File: src/rtl/sb_pkg.sv
`timescale 1ns/1ps
package sb_pkg;
  parameter int unsigned SB_SAMPLE_W = 16;
  parameter int unsigned SB_SYNC_N   = 2;
  // positions inside the synchronized input vector
  localparam int unsigned IX_BCLK = 0;
  localparam int unsigned IX_FS   = 1;
  localparam int unsigned IX_SCK  = 2;
  localparam int unsigned IX_CDIN = 3;
  localparam int unsigned IX_PDIN = 4;
  localparam int unsigned IX_NUM  = 5;
  localparam int unsigned IX_EDGE = 3; // clocks and fsync get edge detection
endpackage

File: src/rtl/sb_sync.sv
`timescale 1ns/1ps
module sb_sync #(
  parameter int unsigned W = 5,
  parameter int unsigned STAGES = 2
) (
  input  logic         clk,
  input  logic         rst_n,
  input  logic [W-1:0] d_async,
  output logic [W-1:0] q_sync
);
  logic [W-1:0] chain [STAGES];

  always_ff @(posedge clk or negedge rst_n) begin
    if (!rst_n) chain[0] <= '0;
    else        chain[0] <= d_async;
  end

  for (genvar s = 1; s < STAGES; s++) begin : g_stage
    always_ff @(posedge clk or negedge rst_n) begin
      if (!rst_n) chain[s] <= '0;
      else        chain[s] <= chain[s-1];
    end
  end

  assign q_sync = chain[STAGES-1];
endmodule

File: src/rtl/sb_edge.sv
`timescale 1ns/1ps
module sb_edge #(
  parameter int unsigned W = 3
) (
  input  logic         clk,
  input  logic         rst_n,
  input  logic [W-1:0] lvl,
  output logic [W-1:0] rise,
  output logic [W-1:0] fall
);
  logic [W-1:0] prev;

  always_ff @(posedge clk or negedge rst_n) begin
    if (!rst_n) prev <= '0;
    else        prev <= lvl;
  end

  assign rise = lvl & ~prev;
  assign fall = ~lvl & prev;
endmodule

File: src/rtl/sb_frame_ctl.sv
`timescale 1ns/1ps
module sb_frame_ctl #(
  parameter int unsigned SAMPLE_W = 16,
  localparam int unsigned CNT_W = $clog2(SAMPLE_W + 1)
) (
  input  logic clk,
  input  logic rst_n,
  input  logic fs_lvl,
  input  logic fs_rise,
  input  logic fs_fall,
  input  logic bclk_fall,
  input  logic sck_rise,
  input  logic irq_clr,
  output logic codec_en,
  output logic irq
);
  localparam logic [CNT_W-1:0] FULL = CNT_W'(SAMPLE_W);
  localparam logic [CNT_W-1:0] LAST = CNT_W'(SAMPLE_W - 1);

  logic [CNT_W-1:0] bit_cnt;
  logic             gate_q;

  // mid-bit counter: advances on falling codec clock, held at zero between frames
  always_ff @(posedge clk or negedge rst_n) begin
    if (!rst_n)                          bit_cnt <= '0;
    else if (!fs_lvl)                    bit_cnt <= '0;
    else if (bclk_fall && bit_cnt != FULL) bit_cnt <= bit_cnt + 1'b1;
  end

  // codec clock enable: opened by fsync rising, closed once the count is full
  always_ff @(posedge clk or negedge rst_n) begin
    if (!rst_n)                gate_q <= 1'b0;
    else if (fs_rise)          gate_q <= 1'b1;
    else if (bit_cnt == FULL)  gate_q <= 1'b0;
  end

  // the first rising edge of a frame coincides with fsync rising
  assign codec_en = gate_q | fs_rise;

  always_ff @(posedge clk or negedge rst_n) begin
    if (!rst_n)                                    irq <= 1'b0;
    else if (fs_lvl && bclk_fall && bit_cnt == LAST) irq <= 1'b1;
    else if (sck_rise || irq_clr)                  irq <= 1'b0;
  end

  p_cnt_bound_r4: assert property (@(posedge clk) disable iff (!rst_n)
    bit_cnt <= FULL);
  p_gate_shut_at_end_r4: assert property (@(posedge clk) disable iff (!rst_n)
    fs_fall |-> !gate_q);
  p_irq_after_full_r5: assert property (@(posedge clk) disable iff (!rst_n)
    $rose(irq) |-> bit_cnt == FULL);
endmodule

File: src/rtl/sb_shift.sv
`timescale 1ns/1ps
module sb_shift #(
  parameter int unsigned W = 16
) (
  input  logic clk,
  input  logic rst_n,
  input  logic launch,   // rising edge of the selected serial clock
  input  logic sample,   // falling edge of the selected serial clock
  input  logic din,
  output logic dout
);
  logic [W-1:0] sr;
  logic         out_q;

  always_ff @(posedge clk or negedge rst_n) begin
    if (!rst_n)      sr <= '0;
    else if (sample) sr <= {sr[W-2:0], din};
  end

  always_ff @(posedge clk or negedge rst_n) begin
    if (!rst_n)      out_q <= 1'b0;
    else if (launch) out_q <= sr[W-1];
  end

  assign dout = out_q;

  p_no_double_edge_r2: assert property (@(posedge clk) disable iff (!rst_n)
    !(launch && sample));
endmodule

File: src/rtl/codec_cpu_bridge.sv
`timescale 1ns/1ps
module codec_cpu_bridge
  import sb_pkg::*;
#(
  parameter int unsigned SAMPLE_W = SB_SAMPLE_W,
  parameter int unsigned SYNC_N   = SB_SYNC_N
) (
  input  logic clk,
  input  logic rst_n,
  input  logic codec_bclk,
  input  logic codec_fsync,
  input  logic codec_din,
  input  logic cpu_sck,
  input  logic cpu_din,
  input  logic irq_clr,
  output logic ser_dout,
  output logic frame_irq
);
  logic [IX_NUM-1:0]  raw, syn;
  logic [IX_EDGE-1:0] rise, fall;
  logic               codec_en, launch, sample, din_sel;

  assign raw[IX_BCLK] = codec_bclk;
  assign raw[IX_FS]   = codec_fsync;
  assign raw[IX_SCK]  = cpu_sck;
  assign raw[IX_CDIN] = codec_din;
  assign raw[IX_PDIN] = cpu_din;

  sb_sync #(.W(IX_NUM), .STAGES(SYNC_N)) u_sync (
    .clk(clk), .rst_n(rst_n), .d_async(raw), .q_sync(syn));

  sb_edge #(.W(IX_EDGE)) u_edge (
    .clk(clk), .rst_n(rst_n), .lvl(syn[IX_EDGE-1:0]), .rise(rise), .fall(fall));

  sb_frame_ctl #(.SAMPLE_W(SAMPLE_W)) u_ctl (
    .clk(clk), .rst_n(rst_n),
    .fs_lvl(syn[IX_FS]), .fs_rise(rise[IX_FS]), .fs_fall(fall[IX_FS]),
    .bclk_fall(fall[IX_BCLK]), .sck_rise(rise[IX_SCK]), .irq_clr(irq_clr),
    .codec_en(codec_en), .irq(frame_irq));

  // clock merge: gated codec clock or processor clock (idle low between transfers)
  assign launch  = (codec_en & rise[IX_BCLK]) | rise[IX_SCK];
  assign sample  = (codec_en & fall[IX_BCLK]) | fall[IX_SCK];
  // full data multiplexer, steered by synchronized fsync
  assign din_sel = syn[IX_FS] ? syn[IX_CDIN] : syn[IX_PDIN];

  sb_shift #(.W(SAMPLE_W)) u_sr (
    .clk(clk), .rst_n(rst_n), .launch(launch), .sample(sample),
    .din(din_sel), .dout(ser_dout));

  p_quiet_out_r3: assert property (@(posedge clk) disable iff (!rst_n)
    (!syn[IX_FS] && !rise[IX_SCK]) |=> $stable(ser_dout));
  p_cpu_idle_in_frame_r8: assert property (@(posedge clk) disable iff (!rst_n)
    syn[IX_FS] |-> !syn[IX_SCK]);
endmodule

File: config.mk
export PLATFORM = sky130hd
export DESIGN_NAME = codec_cpu_bridge
export DESIGN_NICKNAME = d
export VERILOG_FILES = /design/src/rtl/sb_pkg.sv /design/src/rtl/sb_sync.sv /design/src/rtl/sb_edge.sv /design/src/rtl/sb_frame_ctl.sv /design/src/rtl/sb_shift.sv /design/src/rtl/codec_cpu_bridge.sv
export SDC_FILE = /design/constraint.sdc
export NUM_CORES = 1
export LEC_CHECK = 0
export CAP_MARGIN = 15
export CORE_MARGIN = 3
export CORE_UTILIZATION = 37
export DETAILED_ROUTE_END_ITERATION = 10
export DONT_BUFFER_PORTS = 1
export PLACE_DENSITY = 0.51
export SLEW_MARGIN = 15
export SYNTH_ARGS = -nofsm -noshare
export SYNTH_HDL_FRONTEND = slang
export SYNTH_SLANG_ARGS = --single-unit
File: constraint.sdc
create_clock -name clk -period 1.76 [get_ports clk]
set_input_delay 0.44 -clock clk [delete_from_list [all_inputs] [get_ports clk]]
set_output_delay 0.44 -clock clk [all_outputs]
set_load 0.05 [all_outputs]
== After elaboration in Yosys (flattened, before gate mapping) ==
Cells that the tools add are included.
Word-level totals
  word-level logic and storage cells: 35
  bits in read-only memories: 0
  input bits: 8
  memories kept: 0
  RAM bits: 0
  output and inout port bits: 2
  latch bits: 0
  flip-flop bits (word level): 37
Cells by class
  shifts and indexed selects: 0
  $add $sub $neg: 1
  equal/unequal tests: 4
  reductions and logical operators: 6
  $lt $le $gt $ge: 0
  divide/modulo/power cells: 0
  bitwise gates (word level): 9
  multiplexer cells: 7
  $mul: 0
Operators with widths (count)
  5-bit two-way mux: 2
  3-bit AND: 2
  3-bit inverter: 2
  5-bit by 1-bit adder with 5-bit output, second input constant: 1
  5-bit by 4-bit == test with 1-bit output, second input constant: 1
  5-bit == test, second input constant: 1
  1-bit two-way mux: 5
  5-bit != test, second input constant: 1
  2-bit nonzero test: 2
  1-bit logical AND: 3
  1-bit bitwise OR: 3
  1-bit AND: 2
  2-bit by 1-bit != test with 1-bit output, second input constant: 1
  1-bit logical OR: 1

== Depth between registers and ports, before layout ==
  depth after elaboration: 5
  depth in mapped cells: 6
  mapped depth without buffers: 6

== Modules after synthesis ==
Synthesis repeated with hierarchy kept, for this count alone.
Second synthesis, totals
  cell total of the unflattened synthesis: 99
  area total of the unflattened synthesis: 1512.7 um^2
By module, submodules not included
  sb_shift: area each 685.7 um^2, times used 1, cells each 36
  sb_frame_ctl: area each 381.6 um^2, times used 1, cells each 36
  sb_sync: area each 287.8 um^2, times used 1, cells each 15
  sb_edge: area each 127.6 um^2, times used 1, cells each 9
  codec_cpu_bridge: area each 30.0 um^2, times used 1, cells each 3

== Worst setup path before layout ==
Ideal clock, no wire load.
  path type: reg2reg
  start: register u_sync.chain (netlist bit u_sync.q_sync[1])
  end: register u_sr.sr[10]
  required time: 1635 ps
  arrival time: 1300 ps
  cell stages (with the launch flop): 7
  slack: 335 ps
  path buffers: 2
  period minus slack after synthesis: 1425 ps
  cell sequence: dfrtp_1 > buf_6 > nor2b_4 > o21ai_4 > o21ai_4 > buf_12 > mux2_4
On the way
  word-level cells in the longest chain between the ends: 4
RTL lines
  start, declared: line sb_sync.sv:11  | logic [W-1:0] chain [STAGES];
  start signal, assigned by index: line sb_sync.sv:21  | else chain[s] <= chain[s-1];
  3-bit AND: line sb_edge.sv:18  | assign rise = lvl & ~prev;
  1-bit bitwise OR: line sb_frame_ctl.sv:38  | assign codec_en = gate_q | fs_rise;
  1-bit AND: line codec_cpu_bridge.sv:43  | assign sample = (codec_en & fall[IX_BCLK]) | fall[IX_SCK];
  1-bit bitwise OR: line codec_cpu_bridge.sv:43
  end signal, assigned: line sb_shift.sv:17  | else if (sample) sr <= {sr[W-2:0], din};
  end, declared: line sb_shift.sv:12  | logic [W-1:0] sr;
Every way passes these cells.
A chain may end at the register's enable or synchronous reset.

== Worst setup path after layout ==
  start: register u_sync.chain (netlist bit u_sync.q_sync[0])
  end: register u_sr.sr[3]
On the way
  word-level cells in the longest chain between the ends: 4
RTL lines
  3-bit inverter: line sb_edge.sv:19  | assign fall = ~lvl & prev;
  3-bit AND: line sb_edge.sv:19
  1-bit AND: line codec_cpu_bridge.sv:43
  1-bit bitwise OR: line codec_cpu_bridge.sv:43
Every way passes these cells.

==> results.md <==
* Dpl cells at 141
* Drt pass-1 iters at 4
* Crit path required time at 1.93 ns
* Setup violators final at 0
* RePlAce Congestion at 0.7735
* DRT iter0 DRCs at 40
* Avg Vias per Cell at 4.543
* Max-slew violations at 0
* Die Y at 68.74 um
* PortBufs at 0
* Netlist cell types at 24
* Psw at 0.5416 mW
* Root buffer selected by CTS: clkbuf_8
* H-tree levels at 2
* Mux share of post-synthesis cell area at 16.49%
* Rows at 22
* Die Area at 4725 sq um
* Final core utilization at 44.78%
* Peak supply drop at 0.0005861 V
* Mapped Cells at 93
* CTS tree: done
* Gr usage total at 10.19%
* Max_cap viols at 0
* Maximum clock frequency at 0.6364 GHz
* Final Cycle Share at 89.28%
* Syn avg cell area at 15.66 sq um
* Crit path cell chain: and2b_2 > o21ai_4 > o21ai_4 > buf_4 > mux2_2
* Setup ws final at 0.1887 ns
* Crit path top cell by count: o21ai_4
* Worst Max-Slew Pin Slew at 0.4731 ns
* Initial core utilization at 39.19%
* DIE WIDTH at 68.74 um
* Antenna violations before repair at 0
* RSZ-0062 raised after global routing: no
* Yosys reg bits at 37
* Power share of the combinational group at 14.5%
* Final WL at 1937 um
* Crit path max-delay family: flip-flops
* PwrDens at 1449 nW/um^2
* Nets at 113
* Largest family of logic cells by synthesized area: multiplexers
* Vias in the first global route at 704
* Hold Violations, Final at 0
* Sw frac at 22.46%
* Fill count at 352
* Max-Slew Margin vs Limit at 68.46%
* GRT Residual Overflow at 0
* Final Skew at 0.003829 ns
* Slowest CP cell: dfrtp_1
* Clock power share at 35.2%
* IO Count at 10
* Fin crit period at 1.571 ns
* Synth Area in Compound Gates at 4.210%
* Worst setup EP type: register
* P_leak at 0.7630 nW
* CP arrival at 1.74 ns
* WS Path Type: register to register
* Status: complete, no violations
* Hold WC Path Type: primary input to register
* Internal power at 1.870 mW
* Core area at 3716 sq um
* Ys Warns at 0
* Pre-CTS WS at 0.2065 ns
* CP Launch Type: register
* Largest net degree at the start of global routing at 38
* XOR/XNOR Fraction of Synth Area at 1.203%
* Finished layout cell area at 1664 sq um
* Reg power frac at 50.3%
* Worst Path Max Fanout at 16
* Vias post-DR at 686
* Synth-to-Final Area Change at 14.26%
* Area share of and/or/nand/nor cells after synthesis at 8.763%
* Clock Sinks at 37
* Post-route ant nets at 0
* Placed inst area at 1500 sq um
* Clk Latency, worst-skew pair at 0.28 ns
* Sequential fraction of the synthesis area at 63.57%
* Clock buffer count from CTS at 5
* # DRC at 0
* Number of diodes at 0
* Crit path buf inv count at 1
* Detailed placement HPWL at 1222 um
* Final setup TNS at 0 ns
* Final std cells w/o fill at 151
* Clock transition at the registers of the reported paths at 0.07 ns
* Syn Nets at 104
* Post-Synth Adder-Cell Area at 2.577%
* Share of layout cells above drive strength 1 at 34.95%
* Wire per inst at 12.83 um
* Area of the mapped netlist at 1456 sq um
* First-pass GRT wire length at 3312 um
* Clock buffer depth at 2
* CP max stage delay at 0.38 ns
-- flip-flops by register name (all words and copies together), names as in the netlist --
signal         cells
u_ctl.bit_cnt      5
u_sr.sr           16
u_ctl.gate_q       1
u_sync.chain       5
u_sync.q_sync      5
u_edge.prev        3
u_sr.dout          1
u_ctl.irq          1
-- final cells by class --
| cell class | count | area [sq um] | area share (%) |
|---|---|---|---|
| inverter | 4 | 15.01 | 0.9023 |
| tap | 48 | 60.06 | 3.609 |
| multi-input combinational | 50 | 484.2 | 29.10 |
| clock inverter | 3 | 65.06 | 3.910 |
| timing repair buffer | 4 | 45.04 | 2.707 |
| sequential | 37 | 925.9 | 55.64 |
| clock buffer | 5 | 68.82 | 4.135 |
-- synth_stat cells (all sizes together) --
cell type | n | area share (%)
inv | 4 | 1.0
xnor2 | 2 | 1.2
nand4bb | 1 | 0.77
nand4 | 1 | 0.43
and2b | 1 | 0.60
and3 | 1 | 0.43
nor2b | 2 | 1.4
nand2 | 6 | 1.5
dfrtp | 37 | 64
ha | 3 | 2.6
a21oi | 1 | 0.34
and2 | 3 | 1.5
a21o | 1 | 0.60
nand3 | 3 | 1.0
o21ai | 5 | 3.3
nand4b | 1 | 0.60
mux2 | 18 | 16
buf | 2 | 2.1
nand3b | 1 | 0.52
-- path summary, 6_finish.rpt --
check / start / to / slack [ns] / depth (start not counted)
worst max-delay path: u_sync.q_sync[0]$_DFF_PN0_ / u_sr.sr[3]$_DFFE_PN0P_ / 0.19 / 5
worst min-delay path: codec_fsync / u_sync.chain[6]$_DFF_PN0_ / 0.18 / 0
worst max register to register: u_sync.q_sync[0]$_DFF_PN0_ / u_sr.sr[3]$_DFFE_PN0P_ / 0.19 / 5
worst min register to register: u_sync.chain[7]$_DFF_PN0_ / u_sync.q_sync[2]$_DFF_PN0_ / 0.35 / 0
max in group asynchronous: rst_n / u_sr.sr[6]$_DFFE_PN0P_ / 0.97 / 2
min in group asynchronous: rst_n / u_ctl.bit_cnt[2]$_DFFE_PN0P_ / 0.60 / 2
-- timing repair --
action / 4_1_cts / 5_1_grt
endpoints found under the hold margin: 37 / 0
setup endpoints to repair: 0 / 0
gates resized for setup: 0 / 0
setup buffers: 0 / 0
hold buffers: 2 / 0
-- cells by family after synthesis --
kind of cell / after synthesis
AO/OA/AOI/OAI: 7
XOR/XNOR: 2
adder cells (fa/ha/maj): 3
buffers and inverters: 6
flip-flops: 37
multiplexers: 18
AND/OR/NAND/NOR: 20
-- per-layer routing --
layer  global-route usage [%]  routed length [um]  vias up  share of wire [%]
met5                        0                   0        -                  0
met4                    5.109                  27        0                1.4
met3                    5.997                 108        5                5.6
met2                    13.23                 841       13                 43
met1                    13.21                 959      338                 50
li1                         -                   -      330                  -
-- stage by stage --
step | power, mW | hold slack, ns
4_1_cts | 2.446 | 0.1656
3_5_place_dp | 1.553 | 0.1454
6_report | 2.411 | 0.1796
2_1_floorplan | 1.502 | 0.1444
5_1_grt | 2.549 | 0.1524
3_3_place_gp | 1.543 | 0.1453
-- power groups by stage --
stage | registers (mW) | clock network (mW) | logic, mW
2_1_floorplan | 1.19 | 0 | 0.313
3_3_place_gp | 1.22 | 0 | 0.321
3_5_place_dp | 1.22 | 0 | 0.331
4_1_cts | 1.21 | 0.875 | 0.358
5_1_grt | 1.24 | 0.921 | 0.384
6_report | 1.21 | 0.848 | 0.350
-- layout by cell type, fill, tap and decap left out, drive strengths merged --
cell type and count:
nor2b 2, a21oi 1, dlygate4sd3 1, nand4 1, inv 4, a21o 1, nand4b 1, nand2 6
bufinv 2, nand4bb 1, and3 1, o21ai 5, buf 3, xnor2 2, and2 3, clkbuf 5
dfrtp 37, ha 3, nand3b 1, nand3 3, and2b 1, mux2 18, clkinv 1
(Power assumes the default switching activity.)
